<file path="config.mk">
export PLATFORM = sky130hd
export DESIGN_NAME = ptw_walker
export DESIGN_NICKNAME = d
export VERILOG_FILES = /design/src/rtl/ptw_pkg.sv /design/src/rtl/ptw_classify.sv /design/src/rtl/ptw_leaf.sv /design/src/rtl/ptw_walker.sv
export SDC_FILE = /design/constraint.sdc
export NUM_CORES = 1
export LEC_CHECK = 0
export BUFFER_PORTS_ARGS = -buffer_cell sky130_fd_sc_hd__buf_2
export CORE_ASPECT_RATIO = 1.4
export CORE_MARGIN = 4
export CORE_UTILIZATION = 30
export CTS_CLUSTER_DIAMETER = 150
export DETAILED_ROUTE_END_ITERATION = 10
export GPL_ROUTABILITY_DRIVEN = 0
export SETUP_SLACK_MARGIN = 0.05
export SLEW_MARGIN = 20
export SYNTH_ARGS = -nofsm -noshare
export SYNTH_HDL_FRONTEND = slang
export SYNTH_SLANG_ARGS = --single-unit
</file>
<file path="constraint.sdc">
create_clock -name clk -period 4.26 [get_ports clk]
set_input_delay 0.213 -clock clk [delete_from_list [all_inputs] [get_ports clk]]
set_output_delay 0.213 -clock clk [all_outputs]
set_load 0.01 [all_outputs]
</file>
<file path="src/rtl/ptw_pkg.sv">
package ptw_pkg;
    typedef enum logic [2:0] {
        FLT_NONE = 3'd0,
        FLT_ACV  = 3'd1,
        FLT_TNV  = 3'd2,
        FLT_FOR  = 3'd3,
        FLT_FOW  = 3'd4,
        FLT_FOE  = 3'd5
    } fault_e;

    typedef enum logic [2:0] {
        ST_IDLE, ST_L1, ST_L2, ST_L3, ST_DONE
    } walk_st_e;

    localparam int BIT_VALID  = 0;
    localparam int BIT_RD_EN  = 8;
    localparam int BIT_WR_EN  = 12;
    localparam int WIN_LO_BIT = 41;
    localparam int WIN_MOVE   = 40;
    localparam int WIN_DEST   = 43;

    function automatic logic [2:0] need_of(input logic [1:0] kind);
        case (kind)
            2'd0:    need_of = 3'b001;
            2'd1:    need_of = 3'b010;
            default: need_of = 3'b100;
        endcase
    endfunction
endpackage

</file>
<file path="src/rtl/ptw_classify.sv">
module ptw_classify
    import ptw_pkg::*;
#(
    parameter int VA_BITS = 43
) (
    input  logic [63:0] vaddr,
    input  logic [1:0]  mode,
    input  logic        phys,
    output logic        early,
    output fault_e      fault,
    output logic [2:0]  prot,
    output logic [63:0] paddr
);
    localparam int HI_W = 64 - VA_BITS;

    logic [HI_W-1:0] hi;
    logic            canon;
    logic            window;

    always_comb begin
        hi     = vaddr[63:VA_BITS];
        canon  = (&hi) | ~(|hi);
        window = vaddr[63] && (vaddr[WIN_LO_BIT+1:WIN_LO_BIT] == 2'b10);
        early  = 1'b1;
        fault  = FLT_ACV;
        prot   = 3'b000;
        paddr  = '0;
        if (phys) begin
            fault = FLT_NONE;
            prot  = 3'b111;
            paddr = vaddr;
        end else if (!canon) begin
            fault = FLT_ACV;
        end else if (window) begin
            if (mode == 2'd0) begin
                fault = FLT_NONE;
                prot  = 3'b111;
                paddr = {24'b0, vaddr[WIN_MOVE-1:0]};
                paddr[WIN_DEST] = vaddr[WIN_MOVE];
            end
        end else begin
            early = 1'b0;
        end
    end
endmodule

</file>
<file path="src/rtl/ptw_leaf.sv">
module ptw_leaf
    import ptw_pkg::*;
#(
    parameter int PAGE_BITS = 13
) (
    input  logic [63:0] pte,
    input  logic [63:0] vaddr,
    input  logic [1:0]  mode,
    input  logic [1:0]  kind,
    output fault_e      fault,
    output logic [2:0]  prot,
    output logic [63:0] paddr
);
    logic [2:0] need, granted, kept;
    logic       rd_en, wr_en;

    always_comb begin
        need    = need_of(kind);
        rd_en   = pte[BIT_RD_EN + 32'(mode)];
        wr_en   = pte[BIT_WR_EN + 32'(mode)];
        granted = {rd_en, wr_en, rd_en};
        kept    = granted & ~pte[3:1];
        paddr   = ({32'b0, pte[63:32]} << PAGE_BITS)
                | (vaddr & ((64'd1 << PAGE_BITS) - 64'd1));
        prot    = 3'b000;
        if (!pte[BIT_VALID]) begin
            fault = FLT_TNV;
        end else if ((granted & need) == 3'b000) begin
            fault = FLT_ACV;
        end else if ((kept & need) == 3'b000) begin
            fault = need[2] ? FLT_FOE : (need[1] ? FLT_FOW : FLT_FOR);
        end else begin
            fault = FLT_NONE;
            prot  = kept;
        end
    end
endmodule

</file>
<file path="src/rtl/ptw_walker.sv">
module ptw_walker
    import ptw_pkg::*;
#(
    parameter int PAGE_BITS = 13,
    parameter int VA_BITS   = 43,
    parameter int IDX_BITS  = 10,
    parameter int LEVELS    = 3
) (
    input  logic        clk,
    input  logic        rst_n,
    input  logic        req_valid,
    output logic        req_ready,
    input  logic [63:0] req_vaddr,
    input  logic [1:0]  req_kind,
    input  logic [1:0]  req_mode,
    input  logic        req_phys,
    input  logic [63:0] ptbr,
    output logic        mem_req,
    output logic [63:0] mem_addr,
    input  logic        mem_valid,
    input  logic [63:0] mem_data,
    output logic        rsp_valid,
    output logic        rsp_ok,
    output logic [2:0]  rsp_fault,
    output logic [63:0] rsp_paddr,
    output logic [2:0]  rsp_prot
);
    localparam int ENT_SHIFT = 3;

    typedef struct packed {
        walk_st_e    st;
        logic        issued;
        logic [63:0] va;
        logic [1:0]  kind;
        logic [1:0]  mode;
        logic [63:0] base;
        fault_e      fault;
        logic [2:0]  prot;
        logic [63:0] paddr;
    } walk_t;

    walk_t walk_d, walk_q;

    logic        cl_early;
    fault_e      cl_fault;
    logic [2:0]  cl_prot;
    logic [63:0] cl_paddr;
    fault_e      lf_fault;
    logic [2:0]  lf_prot;
    logic [63:0] lf_paddr;
    logic [63:0] ent_addr [LEVELS];
    logic [63:0] next_base;
    logic        in_walk;

    ptw_classify #(.VA_BITS(VA_BITS)) u_classify (
        .vaddr(req_vaddr), .mode(req_mode), .phys(req_phys),
        .early(cl_early), .fault(cl_fault), .prot(cl_prot), .paddr(cl_paddr)
    );

    ptw_leaf #(.PAGE_BITS(PAGE_BITS)) u_leaf (
        .pte(mem_data), .vaddr(walk_q.va), .mode(walk_q.mode), .kind(walk_q.kind),
        .fault(lf_fault), .prot(lf_prot), .paddr(lf_paddr)
    );

    for (genvar g = 0; g < LEVELS; g++) begin : g_lvl
        localparam int LSB = PAGE_BITS + (LEVELS - 1 - g) * IDX_BITS;
        assign ent_addr[g] = walk_q.base
            + ({{(64-IDX_BITS){1'b0}}, walk_q.va[LSB +: IDX_BITS]} << ENT_SHIFT);
    end

    assign in_walk   = (walk_q.st == ST_L1) || (walk_q.st == ST_L2) || (walk_q.st == ST_L3);
    assign next_base = {32'b0, mem_data[63:32]} << PAGE_BITS;

    always_comb begin
        walk_d = walk_q;
        case (walk_q.st)
            ST_IDLE: begin
                if (req_valid) begin
                    walk_d.va     = req_vaddr;
                    walk_d.kind   = req_kind;
                    walk_d.mode   = req_mode;
                    walk_d.base   = ptbr;
                    walk_d.issued = 1'b0;
                    walk_d.fault  = cl_fault;
                    walk_d.prot   = cl_prot;
                    walk_d.paddr  = cl_paddr;
                    walk_d.st     = cl_early ? ST_DONE : ST_L1;
                end
            end
            ST_L1, ST_L2: begin
                if (!walk_q.issued) begin
                    walk_d.issued = 1'b1;
                end else if (mem_valid) begin
                    walk_d.issued = 1'b0;
                    walk_d.prot   = 3'b000;
                    if (!mem_data[BIT_VALID]) begin
                        walk_d.fault = FLT_TNV;
                        walk_d.st    = ST_DONE;
                    end else if (!mem_data[BIT_RD_EN]) begin
                        walk_d.fault = FLT_ACV;
                        walk_d.st    = ST_DONE;
                    end else begin
                        walk_d.base = next_base;
                        walk_d.st   = (walk_q.st == ST_L1) ? ST_L2 : ST_L3;
                    end
                end
            end
            ST_L3: begin
                if (!walk_q.issued) begin
                    walk_d.issued = 1'b1;
                end else if (mem_valid) begin
                    walk_d.issued = 1'b0;
                    walk_d.fault  = lf_fault;
                    walk_d.prot   = lf_prot;
                    walk_d.paddr  = lf_paddr;
                    walk_d.st     = ST_DONE;
                end
            end
            default: walk_d.st = ST_IDLE;
        endcase
    end

    always_ff @(posedge clk) begin
        if (!rst_n) begin
            walk_q <= '{st: ST_IDLE, issued: 1'b0, va: '0, kind: '0, mode: '0,
                        base: '0, fault: FLT_NONE, prot: '0, paddr: '0};
        end else begin
            walk_q <= walk_d;
        end
    end

    always_comb begin
        case (walk_q.st)
            ST_L2:   mem_addr = ent_addr[1];
            ST_L3:   mem_addr = ent_addr[2];
            default: mem_addr = ent_addr[0];
        endcase
    end

    assign req_ready = (walk_q.st == ST_IDLE);
    assign mem_req   = in_walk && !walk_q.issued;
    assign rsp_valid = (walk_q.st == ST_DONE);
    assign rsp_ok    = (walk_q.fault == FLT_NONE);
    assign rsp_fault = walk_q.fault;
    assign rsp_paddr = walk_q.paddr;
    assign rsp_prot  = walk_q.prot;

    p_rsp_pulse_r10: assert property (@(posedge clk) disable iff (!rst_n)
        rsp_valid |=> !rsp_valid);
    p_memreq_pulse_r10: assert property (@(posedge clk) disable iff (!rst_n)
        mem_req |=> !mem_req);
    p_busy_r10: assert property (@(posedge clk) disable iff (!rst_n)
        mem_req |-> !req_ready);
    p_addr_hold_r5: assert property (@(posedge clk) disable iff (!rst_n)
        (in_walk && !mem_valid) |=> $stable(mem_addr));
    p_phys_fast_r1: assert property (@(posedge clk) disable iff (!rst_n)
        (req_valid && req_ready && req_phys) |=> (rsp_valid && rsp_ok && rsp_prot == 3'b111));
    p_noncanon_r2: assert property (@(posedge clk) disable iff (!rst_n)
        (req_valid && req_ready && !req_phys
         && !((&req_vaddr[63:VA_BITS]) || !(|req_vaddr[63:VA_BITS])))
        |=> (rsp_valid && rsp_fault == 3'd1));
    p_ok_prot_r9: assert property (@(posedge clk) disable iff (!rst_n)
        (rsp_valid && rsp_ok) |-> (rsp_prot != 3'b000));
endmodule

</file>
==> flow_summary_export.csv <==
group,metric,value,unit
power_and_ir_drop,p_leak,5.58,nW
logic_synthesis,seq_area_frac_synth,0.365,
sta,layout_min_cycle_time,3.99,ns
sta,relSlewSlack,0.435,
grt,grt_first_pass_wirelength,55400,um
clock_tree,cts_setup_buffers,0,
logic_synthesis,ys_warn_count,0,
clock_tree,cts_tree,"done",
routing,drtIter0Drc,561,
logic_synthesis,synth_top_cell_area_share,0.365,
flow_run,maxCapViolCount,0,
logic_synthesis,synth_flop_cell,"dfxtp_1",
floorplan,coreArea,33300,um2
sta,max_freq,250,MHz
setup_path,cp.arrival,3.78,ns
logic_synthesis,yosysTopAreaCell,"dfxtp_1",
sta,skew,0.00826,ns
setup_path,r2r_start,"walk_q[203]$_SDFFE_PN0P_",
clock_tree,clock_latency,0.44,ns
hold_path,min-delay-start,"ptbr[49]",
logic_synthesis,synth_edf_count,0,
sta,final.period_utilization,0.937,
floorplan,rows,79,
layout,nets,1681,
grt,antenna_found_initial,8,
routing,wl_met1,14800,um
clock_tree,cts_sinks,185,
hold_path,hold_end,"walk_q[119]$_SDFFE_PN0P_",
clock_tree,cts_root_buf,"clkbuf_16",
setup_path,cp.required,4.05,ns
grt,grt_overflow_total,0,
logic_synthesis,synth_nets,1459,
floorplan,die_h,226,um
routing,highest-signal-layer,"met5",
clock_tree,clk_path_buf_depth,2,
routing,wirelength,37500,um
sta,finalHoldViolations,0,
hold_path,hold_depth,3,
sta,fin_ws,0.267,ns
layout,layout_common_cells,"buf_2 (317), nand2_1 (212), dfxtp_1 (184)",
sta,rsz0062_at_grt,"yes",
routing,via_per_inst,5.14,
sta,worst_pin_slew,0.846,ns
power_and_ir_drop,power.density,338,nW/um2
placement,dpl.hpwl,28200,um
placement,place_area,11600,um2
floorplan,die_w,163,um
routing,drc_errors,0,
setup_path,r2r_end,"rsp_paddr[21]$_SDFFE_PN0P_",
routing,dr_total_vias,9923,
logic_synthesis,synth.distinct_cells,67,
sta,fin_setup_tns,0,ns
routing,post_drt_wl_per_cell,19.4,um
sta,setup_viol,0,
setup_path,rr_worst_depth,9,
setup_path,crit_fanout,21,
setup_path,r2r_slack,1.50,ns
grt,grt_usage,0.196,
routing,ant_nets,0,
layout,design_area,12500,um2
layout,drive_gt1_frac,0.271,
setup_path,crit_path_end_kind,"output pin",
grt,grt_max_degree,110,
logic_synthesis,synth-async-reset-ratio,0,
grt,first_global_vias,9488,
hold_path,hold_path_class,"in2reg",
routing,dr.pass1.iters,5,
clock_tree,cts_buffers,17,
logic_synthesis,netlist_instances,1247,
power_and_ir_drop,ir_worst_vdd,240,uV
setup_path,critPathLaunchType,"flop",
logic_synthesis,synth_area_leaders,"dfxtp_1 (37%), nand2_1 (8.0%), nand3_1 (6.6%)",
placement,numPortBuffers,318,
clock_tree,h-tree-depth,4,
routing,wl_met2,19600,um
layout,layout_commonest_cell,"buf_2",
placement,dpl_worst_slack,0.453,ns
setup_path,crit_type,"reg2out",
clock_tree,path_clk_slew,0.08,ns
power_and_ir_drop,power,4.21,mW
logic_synthesis,avgSynthCellArea,8.14,um2
sta,drv_slew,0,
floorplan,initial_utilization,0.305,
logic_synthesis,ys_ff_latch,185,
floorplan,dieArea,36900,um2
floorplan,design.portCount,339,
logic_synthesis,syn-cell-area,10100,um2
status,outcome,"complete, no violations",
routing,met3WireLength,2120,um
layout,syn_to_final_growth,22.8,%
[stage by stage]
step / instances / hold WS [ns] / util
after global placement: 1865 / 0.450 / 0.347
after global routing: 1928 / 0.0146 / 0.374
after CTS: 1927 / 0.000276 / 0.374
after floorplan: 1247 / 0.345 / -
final: 1931 / 0.0309 / 0.374
after detailed placement: 1865 / 0.457 / 0.347
[logic make-up (layout without fill, tap and decap cells)]
family	Yosys count	after routing	synth area share
AOI/OAI and AO/OA	281	281	0.210
xor gates and xnor gates	60	60	0.0518
adders and majority gates	11	11	0.0143
buffers and inverters	171	406	0.0973
DFF	185	185	0.365
muxes	13	13	0.0153
other	0	4	0
and+or+nand+nor	526	526	0.246
[state kept, by name, indices dropped and copies added (netlist names)]
signal	flops
rsp_prot	3
walk_q	115
rsp_paddr	64
rsp_fault	3
[layout make-up]
cell class / count / area (um2)
Clock buffer: 21 / 470
Tap cell: 445 / 557
Clock inverter: 11 / 109
Timing Repair Buffer: 368 / 2080
Fill cell: 3470 / 20900
Sequential cell: 185 / 3700
Multi-Input combinational cell: 891 / 5500
Antenna cell: 4 / 10.0
Inverter: 6 / 22.5
[routing by layer]
metal | up-vias | global-route usage
li1 | 4786 | -
met1 | 4739 | 0.228
met2 | 330 | 0.358
met3 | 60 | 0.0404
met4 | 8 | 0.0647
met5 | - | 0
[timing repair]
| item | CTS | global route |
|---|---|---|
| hold buffers | 30 | 0 |
| pin swaps | 0 | 2 |
| resized for setup | 3 | 1 |
| gates cloned | 0 | 0 |
| hold endpoints to repair | 34 | 0 |
| endpoints found under the setup margin | 10 | 11 |
[worst max-delay path, stage by stage, from the launching register on]
cell,delay (ns)
dfxtp_1,0.35
inv_1,0.17
nand2_2,0.25
o21ai_0,0.35
ha_1,0.25
fa_1,0.24
a21o_4,0.16
a31oi_4,0.10
o31a_4,0.40
nor4_4,0.44
nand3_1,0.22
xnor2_1,0.22
buf_2,0.16
[report_power, final]
part	internal, mW	switching, mW	leakage, nW	total, mW
Sequential	1.83	0.0845	1.52	1.91
Clock	0.864	0.756	0.286	1.62
Combinational	0.287	0.386	3.78	0.674
Total	2.98	1.23	5.58	4.21
[how the worst max path moves through the flow]
| stage | start | to | slack (ns) | depth (start not counted) |
|---|---|---|---|---|
| 2_1_floorplan | walk_q[203]$_SDFFE_PN0P_ | mem_addr[49] | 1.00 | 12 |
| 3_3_place_gp | walk_q[205]$_SDFFE_PN0P_ | mem_addr[37] | 0.54 | 12 |
| 3_5_place_dp | walk_q[205]$_SDFFE_PN0P_ | mem_addr[37] | 0.45 | 12 |
| 4_1_cts | walk_q[203]$_SDFFE_PN0P_ | mem_addr[37] | 0.09 | 11 |
| 5_1_grt | walk_q[205]$_SDFFE_PN0P_ | mem_addr[62] | 0.03 | 11 |
| 6_report | walk_q[205]$_SDFFE_PN0P_ | mem_addr[37] | 0.27 | 12 |
[Yosys cell counts (all sizes together), types with 12 or more instances]
cell	instances
a21boi	82
a21oi	20
a221oi	41
a22oi	19
and2	12
and3	18
buf	111
clkbuf	54
dfxtp	185
nand2	215
nand3	136
nand4	24
nor2	59
nor2b	22
nor3	12
o211a	36
o21ai	61
xnor2	36
xor2	24
No activity file was read; power rests on OpenSTA's default activity.
